==> src/rtl/tmr_pkg.sv <==
package tmr_pkg;
  localparam int SEL_W = 2;

  typedef enum logic [SEL_W-1:0] {
    SEL_CTRL  = 2'd0,
    SEL_STAT  = 2'd1,
    SEL_PRESC = 2'd2,
    SEL_TIMER = 2'd3
  } reg_sel_e;

  localparam int CTRL_GO_BIT   = 0;
  localparam int CTRL_HALT_BIT = 1;
endpackage

==> src/rtl/tmr_regif.sv <==
module tmr_regif
  import tmr_pkg::*;
#(
  parameter int DW = 32
) (
  input  logic             clk,
  input  logic             rst_n,
  input  logic             bus_en,
  input  logic             bus_we,
  input  logic [SEL_W-1:0] bus_addr,
  input  logic [DW-1:0]    bus_wdata,
  input  logic             running,
  input  logic [DW-1:0]    timer_val,
  output logic             go_req,
  output logic             halt_req,
  output logic             timer_wr,
  output logic [DW-1:0]    period,
  output logic             period_zero,
  output logic [DW-1:0]    bus_rdata
);
  logic wr;
  logic period_wr;

  assign wr        = bus_en && bus_we;
  assign go_req    = wr && (bus_addr == SEL_CTRL) && bus_wdata[CTRL_GO_BIT];
  assign halt_req  = wr && (bus_addr == SEL_CTRL) && bus_wdata[CTRL_HALT_BIT];
  assign timer_wr  = wr && (bus_addr == SEL_TIMER);
  assign period_wr = wr && (bus_addr == SEL_PRESC);
  assign period_zero = (period == '0);

  always_ff @(posedge clk or negedge rst_n) begin
    if (!rst_n)                     period <= '0;
    else if (period_wr && !running) period <= bus_wdata;
  end

  always_comb begin
    bus_rdata = '0;
    case (bus_addr)
      SEL_STAT:  bus_rdata[0] = running;
      SEL_PRESC: bus_rdata    = period;
      SEL_TIMER: bus_rdata    = timer_val;
      default:   bus_rdata    = '0;
    endcase
  end

  AST_PERIOD_LOCK: assert property (@(posedge clk) disable iff (!rst_n)
    running && period_wr |=> period == $past(period));
endmodule

==> src/rtl/tmr_prescaler.sv <==
module tmr_prescaler #(
  parameter int DW = 32
) (
  input  logic          clk,
  input  logic          rst_n,
  input  logic          load,
  input  logic          run,
  input  logic [DW-1:0] period,
  output logic          tick
);
  localparam logic [DW-1:0] ONE = 1;
  logic [DW-1:0] cnt;

  assign tick = run && (cnt == '0);

  always_ff @(posedge clk or negedge rst_n) begin
    if (!rst_n)         cnt <= '0;
    else if (load)      cnt <= period - ONE;
    else if (run) begin
      if (cnt == '0)    cnt <= period - ONE;
      else              cnt <= cnt - ONE;
    end
  end

  AST_PRESC_RANGE: assert property (@(posedge clk) disable iff (!rst_n)
    run && !load |-> cnt < period);
endmodule

==> src/rtl/tmr_core.sv <==
module tmr_core #(
  parameter int DW = 32
) (
  input  logic          clk,
  input  logic          rst_n,
  input  logic          go_req,
  input  logic          halt_req,
  input  logic          timer_wr,
  input  logic [DW-1:0] wdata,
  input  logic          period_zero,
  input  logic          tick,
  output logic          running,
  output logic [DW-1:0] timer_val,
  output logic          start_go
);
  localparam logic [DW-1:0] ONE = 1;

  assign start_go = go_req && !running && !period_zero && (timer_val != '0);

  always_ff @(posedge clk or negedge rst_n) begin
    if (!rst_n) begin
      running   <= 1'b0;
      timer_val <= '0;
    end else if (start_go) begin
      running <= 1'b1;
    end else if (running) begin
      if (halt_req) running <= 1'b0;
      else if (tick) begin
        timer_val <= timer_val - ONE;
        if (timer_val == ONE) running <= 1'b0;
      end
    end else if (timer_wr) begin
      timer_val <= wdata;
    end
  end

  AST_RUN_NONZERO: assert property (@(posedge clk) disable iff (!rst_n)
    running |-> timer_val != '0);
  AST_HOLD_BETWEEN_TICKS: assert property (@(posedge clk) disable iff (!rst_n)
    running && !tick |=> timer_val == $past(timer_val));
  AST_TICK_STEP: assert property (@(posedge clk) disable iff (!rst_n)
    running && tick && !halt_req |=> timer_val == $past(timer_val) - ONE);
  AST_AUTO_STOP: assert property (@(posedge clk) disable iff (!rst_n)
    running && tick && !halt_req && timer_val == ONE |=> !running);
  AST_ZERO_START: assert property (@(posedge clk) disable iff (!rst_n)
    go_req && !running && (period_zero || timer_val == '0) |=> !running && $stable(timer_val));
  AST_HALT: assert property (@(posedge clk) disable iff (!rst_n)
    running && halt_req |=> !running && $stable(timer_val));
endmodule

==> src/rtl/tick_timer.sv <==
module tick_timer
  import tmr_pkg::*;
#(
  parameter int DW = 32
) (
  input  logic             clk,
  input  logic             rst_n,
  input  logic             bus_en,
  input  logic             bus_we,
  input  logic [SEL_W-1:0] bus_addr,
  input  logic [DW-1:0]    bus_wdata,
  output logic [DW-1:0]    bus_rdata
);
  logic          go_req, halt_req, timer_wr, period_zero;
  logic          running, start_go, tick;
  logic [DW-1:0] period, timer_val;

  tmr_regif #(.DW(DW)) u_regif (
    .clk(clk), .rst_n(rst_n), .bus_en(bus_en), .bus_we(bus_we),
    .bus_addr(bus_addr), .bus_wdata(bus_wdata), .running(running),
    .timer_val(timer_val), .go_req(go_req), .halt_req(halt_req),
    .timer_wr(timer_wr), .period(period), .period_zero(period_zero),
    .bus_rdata(bus_rdata)
  );

  tmr_prescaler #(.DW(DW)) u_presc (
    .clk(clk), .rst_n(rst_n), .load(start_go), .run(running),
    .period(period), .tick(tick)
  );

  tmr_core #(.DW(DW)) u_core (
    .clk(clk), .rst_n(rst_n), .go_req(go_req), .halt_req(halt_req),
    .timer_wr(timer_wr), .wdata(bus_wdata), .period_zero(period_zero),
    .tick(tick), .running(running), .timer_val(timer_val),
    .start_go(start_go)
  );
endmodule

==> config.mk <==
export PLATFORM = sky130hd
export DESIGN_NAME = tick_timer
export DESIGN_NICKNAME = d
export VERILOG_FILES = /design/src/rtl/tmr_pkg.sv /design/src/rtl/tmr_regif.sv /design/src/rtl/tmr_prescaler.sv /design/src/rtl/tmr_core.sv /design/src/rtl/tick_timer.sv
export SDC_FILE = /design/constraint.sdc
export NUM_CORES = 1
export LEC_CHECK = 0
export BUFFER_PORTS_ARGS = -buffer_cell sky130_fd_sc_hd__buf_2
export CORE_ASPECT_RATIO = 0.5
export CORE_MARGIN = 2
export CORE_UTILIZATION = 30
export DETAILED_ROUTE_END_ITERATION = 8
export GPL_ROUTABILITY_DRIVEN = 1
export GPL_TIMING_DRIVEN = 1
export HOLD_SLACK_MARGIN = 0.12
export PLACE_DENSITY_LB_ADDON = 0.25
export SYNTH_ARGS = -nofsm -noshare
export SYNTH_HDL_FRONTEND = slang
export SYNTH_SLANG_ARGS = --single-unit
export TNS_END_PERCENT = 5
==> constraint.sdc <==
create_clock -name clk -period 4.2 [get_ports clk]
set_input_delay 0.84 -clock clk [delete_from_list [all_inputs] [get_ports clk]]
set_output_delay 0.84 -clock clk [all_outputs]
set_load 0.02 [all_outputs]
==> results of run 1 <==
Yosys cell counts (3+ instances only):
cell | count | share of area
dfrtp_1 | 97 | 0.36
clkbuf_1 | 33 | 0.018
xor2_1 | 14 | 0.018
mux2_2 | 30 | 0.050
and3_1 | 11 | 0.010
buf_2 | 6 | 0.0045
o21ai_0 | 40 | 0.030
nor2_1 | 47 | 0.026
buf_6 | 4 | 0.0067
buf_1 | 4 | 0.0022
o221ai_1 | 4 | 0.0052
nor4_1 | 22 | 0.020
a211oi_1 | 3 | 0.0033
a32oi_1 | 3 | 0.0039
a31oi_1 | 9 | 0.0084
o21a_1 | 6 | 0.0067
mux2i_1 | 39 | 0.058
nor3_1 | 44 | 0.033
nand2_1 | 58 | 0.032
o22ai_1 | 23 | 0.021
o311a_1 | 3 | 0.0045
ha_1 | 6 | 0.011
o22a_1 | 4 | 0.0052
or2_2 | 3 | 0.0028
nand2b_1 | 4 | 0.0037
inv_1 | 13 | 0.0073
or3_1 | 15 | 0.014
a21o_1 | 4 | 0.0045
buf_4 | 3 | 0.0033
a21oi_1 | 58 | 0.043
a2bb2oi_1 | 4 | 0.0052
nor3b_1 | 4 | 0.0045
nand4_1 | 14 | 0.013
xnor2_1 | 17 | 0.022
o211ai_1 | 15 | 0.017
nand3_1 | 28 | 0.021
and4_1 | 6 | 0.0078
nor2b_1 | 33 | 0.031
or4_1 | 11 | 0.012
how the worst max path moves through the flow:
| stage | end | slack, ns | cells past startpoint |
|---|---|---|---|
| finish | u_presc.cnt[31] | 0.88 | 6 |
| global route | u_presc.cnt[31] | 0.70 | 6 |
| CTS | u_core.timer_val[28] | 0.91 | 7 |
| detailed placement | u_core.timer_val[26] | 0.93 | 7 |
| global placement | u_presc.cnt[31] | 0.98 | 6 |
| floorplan | bus_rdata[0] | 1.20 | 4 |
placed cells by master (no fill, tap or decap), types with 17 or more instances in the layout:
master / Yosys / final
a21oi_1: 58 / 58
nor2_1: 47 / 46
nand2_1: 58 / 58
nor3_1: 44 / 44
mux2i_1: 39 / 39
nor4_1: 22 / 21
dfrtp_1: 97 / 96
nand3_1: 28 / 28
buf_2: 6 / 68
o21ai_0: 40 / 40
xnor2_1: 17 / 17
o22ai_1: 23 / 23
buf_4: 3 / 26
mux2_2: 30 / 30
nor2b_1: 33 / 33
state kept, by name (all words and copies together) (netlist names):
signal,cells
u_regif.period,32
u_core.running,1
u_core.timer_val,32
u_presc.cnt,32
where the power goes:
group	internal (mW)	switching [mW]	total (mW)	leakage, nW
clock	0.465	0.386	0.850	0.147
sequential	1.21	0.443	1.65	1.19
combinational	0.564	0.744	1.31	1.80
cell type report:
| cell class | count | area, um^2 |
|---|---|---|
| multi-input combinational | 615 | 4030 |
| tap | 300 | 375 |
| fill | 2267 | 14100 |
| clock buffer | 10 | 229 |
| timing repair buffer | 94 | 536 |
| inverter | 14 | 52.6 |
| sequential | 97 | 2430 |
| clock inverter | 6 | 66.3 |
routing by layer:
metal  vias to the layer above  global-route usage
met2                       166               0.291
met1                      3157               0.277
li1                       3021                   -
met4                         0              0.0443
met5                         -                   0
met3                        19              0.0257
worst max-delay path: cells and delay by family (launching register included):
family	cells	cell delay [ns]
flops	1	0.47
compound gates	2	0.70
simple gates	4	1.99
metrics by stage:
| step | cell area [um^2] | util | setup WS (ns) | total power [mW] |
|---|---|---|---|---|
| finish | 7720 | 0.354 | 0.879 | 3.81 |
| global placement | 7420 | 0.340 | 0.978 | 2.93 |
| detailed placement | 7420 | 0.340 | 0.931 | 2.95 |
| floorplan | 6730 | - | 1.20 | 2.44 |
| global route | 7720 | 0.354 | 0.700 | 4.06 |
| CTS | 7720 | 0.354 | 0.914 | 3.81 |
cells by family after synthesis:
group,count (synthesis),share of synthesized area
simple gates,310,0.246
compound gates,199,0.191
flops,97,0.361
mux,69,0.108
buf+inv,64,0.0430
xor+xnor,31,0.0404
fa+ha+maj,6,0.0112
==> results.txt, run 1 <==
For this block, wires on met1 add up to 11.1 mm. The share of the yosys chip area belonging to registers was 0.361. Type of element launching the critical path: a flip-flop. Clock tree synthesis selected as its root buffer the cell clkbuf_16.

Entering global routing, the biggest net connects 54 pins. The worst flop-to-flop path endpoint is u_presc.cnt[31]. The run gives 0.35 ns as the clock latency on the worst-skew pair. The tool flagged a number of max-cap violations equal to 0. The average wire per cell in the routed design was 19.3 um; the H-tree depth was 3. The post-route fraction of the period consumed by the critical path came out at 0.791.

Summing every instance area after synthesis gives 0.00673 mm^2. Row generation in the floorplan step produced 38 rows. For the number of sinks driven by the clock tree, the log shows 97. The die is 110 um tall. The global-route wire length before repair was 34.8 mm; the iteration count of the initial detailed-routing pass was 5. The launching point of the worst reg2reg path is u_regif.period[14]. Buffers inserted during clock tree synthesis total 9.

The tools report the post-detailed-route count of antenna-violating nets as 0. The number of hold violations in the final report is 0. Yosys printed 0 warnings. After the first detailed-routing iteration, the DRC count stood at 662. The die outline width came out at 216 um. The relative area change from synthesis to final layout was 14.7%; the global router's overall resource usage was 0.188. After the flow finishes, the layout carries non-filler instances totaling 1136. The routed design could run at a clock period as short as 3.32 ns.

The required arrival time at the worst endpoint is 4.41 ns. The share of layout cells above drive strength 1 is 0.183, and the floorplan core area is 0.0218 mm^2. The number of enable flip-flop cells after synthesis was 0; the wire length after detailed routing was 21.9 mm. The logs give 70 for the total I/O pin count and 0 for the final count of pins violating max slew. Post-CTS repair changed the size of 0 cells. Detailed routing placed a total of 9.61 mm of wire on met2. Critical setup path kind: reg -> reg. In this design, the stage delay of the slowest critical-path cell is 0.56 ns. TritonCTS built the clock tree.

After detailed placement, the design holds a cell count of 1120. The capturing element type of the critical path was a flip-flop. The tightest min-delay check is of the in -> async type.

Total DRC errors in the routed layout: 0. Averaged over all synthesized cells, the footprint is 8.67 um^2. The worst relative slew slack was 0.364. Routed signal wires occupy layers up through met4. For the pin with the worst max-slew slack, the measured transition is 0.947 ns. The clock slew at the register clock pins of the worst setup and hold paths was 0.07 ns; the detailed-route vias per instance was 5.60.

The aggregate negative setup slack is 0 ns, and the detailed-routed wire length on met3 is 913 um. The run finished with clean final reports. The data arrival at the endpoint of the critical path was 3.53 ns; the number of buffers inserted for hold repair after clock tree synthesis was 0.

Dividing total power by cell area gives a power density of 493 mW/mm^2. Counting flops and latches in the post-synthesis netlist gives 97. Summed over all layers, the global routing overflow is 0. In the synthesized netlist, the number of instances is 776. Timing would allow up to 0.301 GHz.

The tools report the number of antenna violations at the first check in global routing as 0. The startpoint of the worst setup timing path was u_regif.period[14]. Setup repair after global routing left no endpoint under its margin. At the end of the flow, the number of nets in the layout was 875. The critical path goes through or4_4 > or4_1 > or3_1 > o211a_1 > nor2_4 > o221ai_1. The die covers 0.0237 mm^2. For the synthesized netlist net count, the log shows 820. The maximum number of buffers from clock root to sink is 2, and the via count of the first global-routing pass is 6069. The peak supply drop is 0.242 mV. Largest fanout of any net on the critical path: 17. In this run the static leakage power is 3.13 nW. The most frequently used flop master after synthesis is dfrtp_1. The count of input and output buffers came out at 69. The tightest hold path in the finished design has a slack of 0.489 ns. The run gives 66 as the number of distinct library cells after synthesis. The tools report the number of antenna cells inserted as 0. In this run the post-CTS setup repair buffer count came out at 0. On the final layout, the worst clock skew is 0.0107 ns. The cell with the largest stage delay on the worst path is or4_4. Counting cells, the worst reg-to-reg path comes to 6. The logs give 0.308 for the initial core utilization and 16.0 mm for the half-perimeter wire length after placement.

Setup violations remaining at the end of the flow were counted as 0. The async set-or-reset flop fraction in the synthesized netlist came out at 1.00. The tools report the register-to-register setup slack as 0.88 ns.

The logs give 0.831 for the routability congestion estimate from global placement and 6363 for the count of vias placed by the detailed router.
(Power assumes the default switching activity.)
==> run 2: changes to the inputs <==
--- a/config.mk
+++ b/config.mk
@@ -5,6 +5,7 @@
 export SDC_FILE = /design/constraint.sdc
 export NUM_CORES = 1
 export LEC_CHECK = 0
+export ABC_AREA = 1
 export BUFFER_PORTS_ARGS = -buffer_cell sky130_fd_sc_hd__buf_2
 export CORE_ASPECT_RATIO = 0.5
 export CORE_MARGIN = 2
==> constraint.sdc (replaced) <==
create_clock -name clk -period 3.36 [get_ports clk]
set_input_delay 0.672 -clock clk [delete_from_list [all_inputs] [get_ports clk]]
set_output_delay 0.672 -clock clk [all_outputs]
set_load 0.02 [all_outputs]
==> run 2 against run 1 <==
Effect of this change:
- critical path depth unchanged
- design area up 14%
- clock skew about the same
- total power up 53%
- die area up 16%
- largest power group is now combinational logic
- non-clock buffer count down 12
==> results.txt, run 2 <==
The flow ran to the end, and the final reports show no timing, DRC or antenna violations. The run gives 0 (unchanged) as the number of max-cap violations. In the post-synthesis netlist, the biggest area contributors are dfrtp_1, nand2_1, nor2_1, nand3_1, inv_1. The half-perimeter wire length after placement came out at 22.2 mm (+39%). The async set-or-reset flop fraction in the synthesized netlist came out at 1.00 (unchanged). The H-tree depth is 3 (unchanged). Number of clock buffers inserted by TritonCTS: 9 (unchanged).

The largest individual stage delay along the critical path comes from the cell inv_1. The post-route fraction of the period consumed by the critical path was 0.820. The die outline width works out to 233 um (+7.8%). In the layout the commonest cells are nand2_1, nor2_1, inv_1.

The tools report the iteration-0 DRC count of the detailed router as 795 (+20%). The slack of the critical path was 0.603 ns (-0.276 ns); the power per cell area was 665 mW/mm^2 (+35%). The critical setup path kind is in -> out. The worst setup path is captured at a primary output. The share of layout cells above drive strength 1 is 0.0916 (-0.0914), and the relative area change from synthesis to final layout is 11.9%. The most used flip-flop cell after synthesis is dfrtp_1. Timing-limited maximum frequency: 0.363 GHz.

The clock slew at the register clock pins of the worst setup and hold paths is 0.07 ns (about the same), and the total DRC errors in the routed layout is 0 (unchanged). The floorplan core area was 0.0254 mm^2 (+17%). Summed over all instances, the cell type with the most area after synthesis is dfrtp_1.

Setup repair after global routing left no endpoint under its margin. STA classifies the critical path startpoint as a primary input. The count of synthesis-stage warnings from yosys is 0 (unchanged). The most used standard cell by instance count after synthesis is nand2_1.

The number of instances in the synthesized netlist came out at 1298 (+67%). The number of distinct library cells after synthesis is 34 (-48%). The most common cell after layout, fill and taps aside is nand2_1. The run gives 1342 (+64%) as the synthesized netlist net count. The post-route clock skew is 0.0109 ns (+0.000179 ns), and the row count is 41 (+7.9%). The routed design could run at a clock period as short as 2.76 ns. TritonCTS built the clock tree. The leakage power came out at 4.41 nW (+41%).

The largest net degree at the start of global routing came out at 64 (+19%). The post-place setup slack was 0.616 ns (-0.315 ns). In this design, the largest share of critical-path delay is due to buffers and inverters. The post-detailed-route count of antenna-violating nets came out at 0 (unchanged). Clock tree synthesis selected as its root buffer the cell clkbuf_16.

Maximum single-stage delay on the critical path: 0.47 ns (-0.09 ns). The logs give 0.308 (-0.000401) for the initial core utilization and 5.83 mW (+53%) for the power consumption. For the clock latency on the worst-skew pair, the log shows 0.36 ns (about the same). The slew at the pin with the worst max-slew slack came out at 0.904 ns (-0.0430 ns).

The aggregate negative setup slack is 0 ns (unchanged), and the number of buffers inserted by post-CTS setup repair is 0 (unchanged). The detailed-route vias per instance came out at 5.04 (-10%). The critical path goes through buf_2 > inv_1 > nor2_1 > inv_1 > o221ai_1 > buf_2. The die area is 0.0275 mm^2 (+16%), and the number of enable flip-flop cells after synthesis is 0 (unchanged).

The worst path buffer plus inverter count is 4 (+4), and the largest fanout of any net on the critical path is 30 (+13). The tools report the final setup violation count as 0 (unchanged). The required arrival time at the worst endpoint is 2.69 ns (-1.72 ns), and the maximum number of buffers from clock root to sink is 2 (unchanged). The total global routing overflow is 0 (unchanged).

The worst min-delay path category was in -> async. By count the netlist is led by nand2_1, nor2_1, inv_1. The final count of pins violating max slew is 0 (unchanged), and the average size of a mapped cell is 6.04 um^2 (-30%).

The average wire per cell in the routed design came out at 16.8 um (-13%). The via count of the first global-routing pass was 8035 (+32%). The worst relative slew slack came out at 0.397 (+0.0329). In the final layout, the registers with the most flip-flops are u_core.timer_val x32, u_presc.cnt x32, u_regif.period x32. Count of input and output buffers: 69 (unchanged).

The run gives 2.08 ns (-1.45 ns) as the data arrival at the endpoint of the critical path. The worst hold slack came out at 0.276 ns (-0.213 ns). The run gives 0.310 (-0.0509) as the share of the yosys chip area belonging to registers. The die height works out to 118 um (+7.6%).

The post-cts sizing count is 0 (unchanged), and the count of vias placed by the detailed router is 8569 (+35%). For the cell area after synthesis, the log shows 0.00783 mm^2 (+16%). The routability congestion estimate from global placement is 0.958 (+15%), and the global router's overall resource usage is 0.212 (+0.0241).

The wire length after detailed routing was 28.6 mm (+31%). The number of buffers inserted for hold repair after clock tree synthesis was 0 (unchanged). Register bit total from synthesis: 97 (unchanged).

The share of Yosys cell area claimed by the top area cell type was 0.310 (-0.0509); the number of sinks driven by the clock tree was 97 (unchanged). For the peak supply drop, the log shows 0.238 mV (-1.7%). The iteration count of the initial detailed-routing pass is 5 (unchanged), and the number of hold violations in the final report is 0 (unchanged). The tools report the total I/O pin count as 70 (unchanged). The global-route wire length before repair is 45.4 mm (+31%). The number of antenna violations at the first check in global routing was 2 (+2); the number of nets at the end of the flow was 1393 (+59%).
run 2: cell count changes after synthesis, sizes merged, moves of 25 or more:
cell / previous run / this run
inv: 13 / 140
nor2b: 33 / 0
o21ai: 41 / 66
nand2: 59 / 459
nor2: 48 / 228
mux2i: 39 / 0
mux2: 30 / 0
nand3: 28 / 105
a21oi: 58 / 29
nor3: 45 / 10
run 2: path summary, 6_finish.rpt:
path	from	endpoint	slack [ns]	cells after the start
worst max-delay path	bus_addr[1]	bus_rdata[0]	0.60	6
worst min-delay path	rst_n	u_core.timer_val[2]	0.28	1
worst max register to register	u_presc.cnt[0]	u_core.timer_val[28]	0.85	11
worst min register to register	u_presc.cnt[1]	u_presc.cnt[1]	0.49	2
max in group asynchronous	rst_n	u_core.timer_val[28]	2.28	2
min in group clk	u_presc.cnt[1]	u_presc.cnt[1]	0.49	2
run 2: cell type report:
class,count,area [um^2]
tap,344,430
clock buffer,13,260
antenna,1,2.50
inverter,140,526
timing repair buffer,82,458
fill,2894,16700
sequential,97,2430
clock inverter,3,23.8
multi-input combinational,1019,4640
run 2: power breakdown:
| part | switching (mW) | internal (mW) |
|---|---|---|
| clock | 0.483 | 0.547 |
| combinational | 1.96 | 0.876 |
| sequential | 0.445 | 1.51 |
run 2: stage by stage:
step,cells,instance area (um^2),utilization
6_report,1699,8760,0.344
5_1_grt,1699,8760,0.344
4_1_cts,1698,8760,0.344
3_5_place_dp,1682,8480,0.333
3_3_place_gp,1682,8480,0.333
2_1_floorplan,1298,7830,-
run 2: cells by family (layout without fill, tap and decap cells):
group,count (synthesis),in the layout,synth area share
XOR/XNOR,28,28,0.0313
other,0,1,0
adder cells (fa/ha/maj),6,6,0.00958
AO/OA/AOI/OAI,146,146,0.105
buffers and inverters,182,238,0.0985
AND/OR/NAND/NOR,839,839,0.446
flip-flops,97,97,0.310
run 2: routing by layer:
layer	up-vias	GRT usage	wire [um]
met5	-	0	13
met4	2	0.0573	623
met3	41	0.0302	1490
met2	241	0.345	13200
met1	4058	0.294	13200
li1	4227	-	-
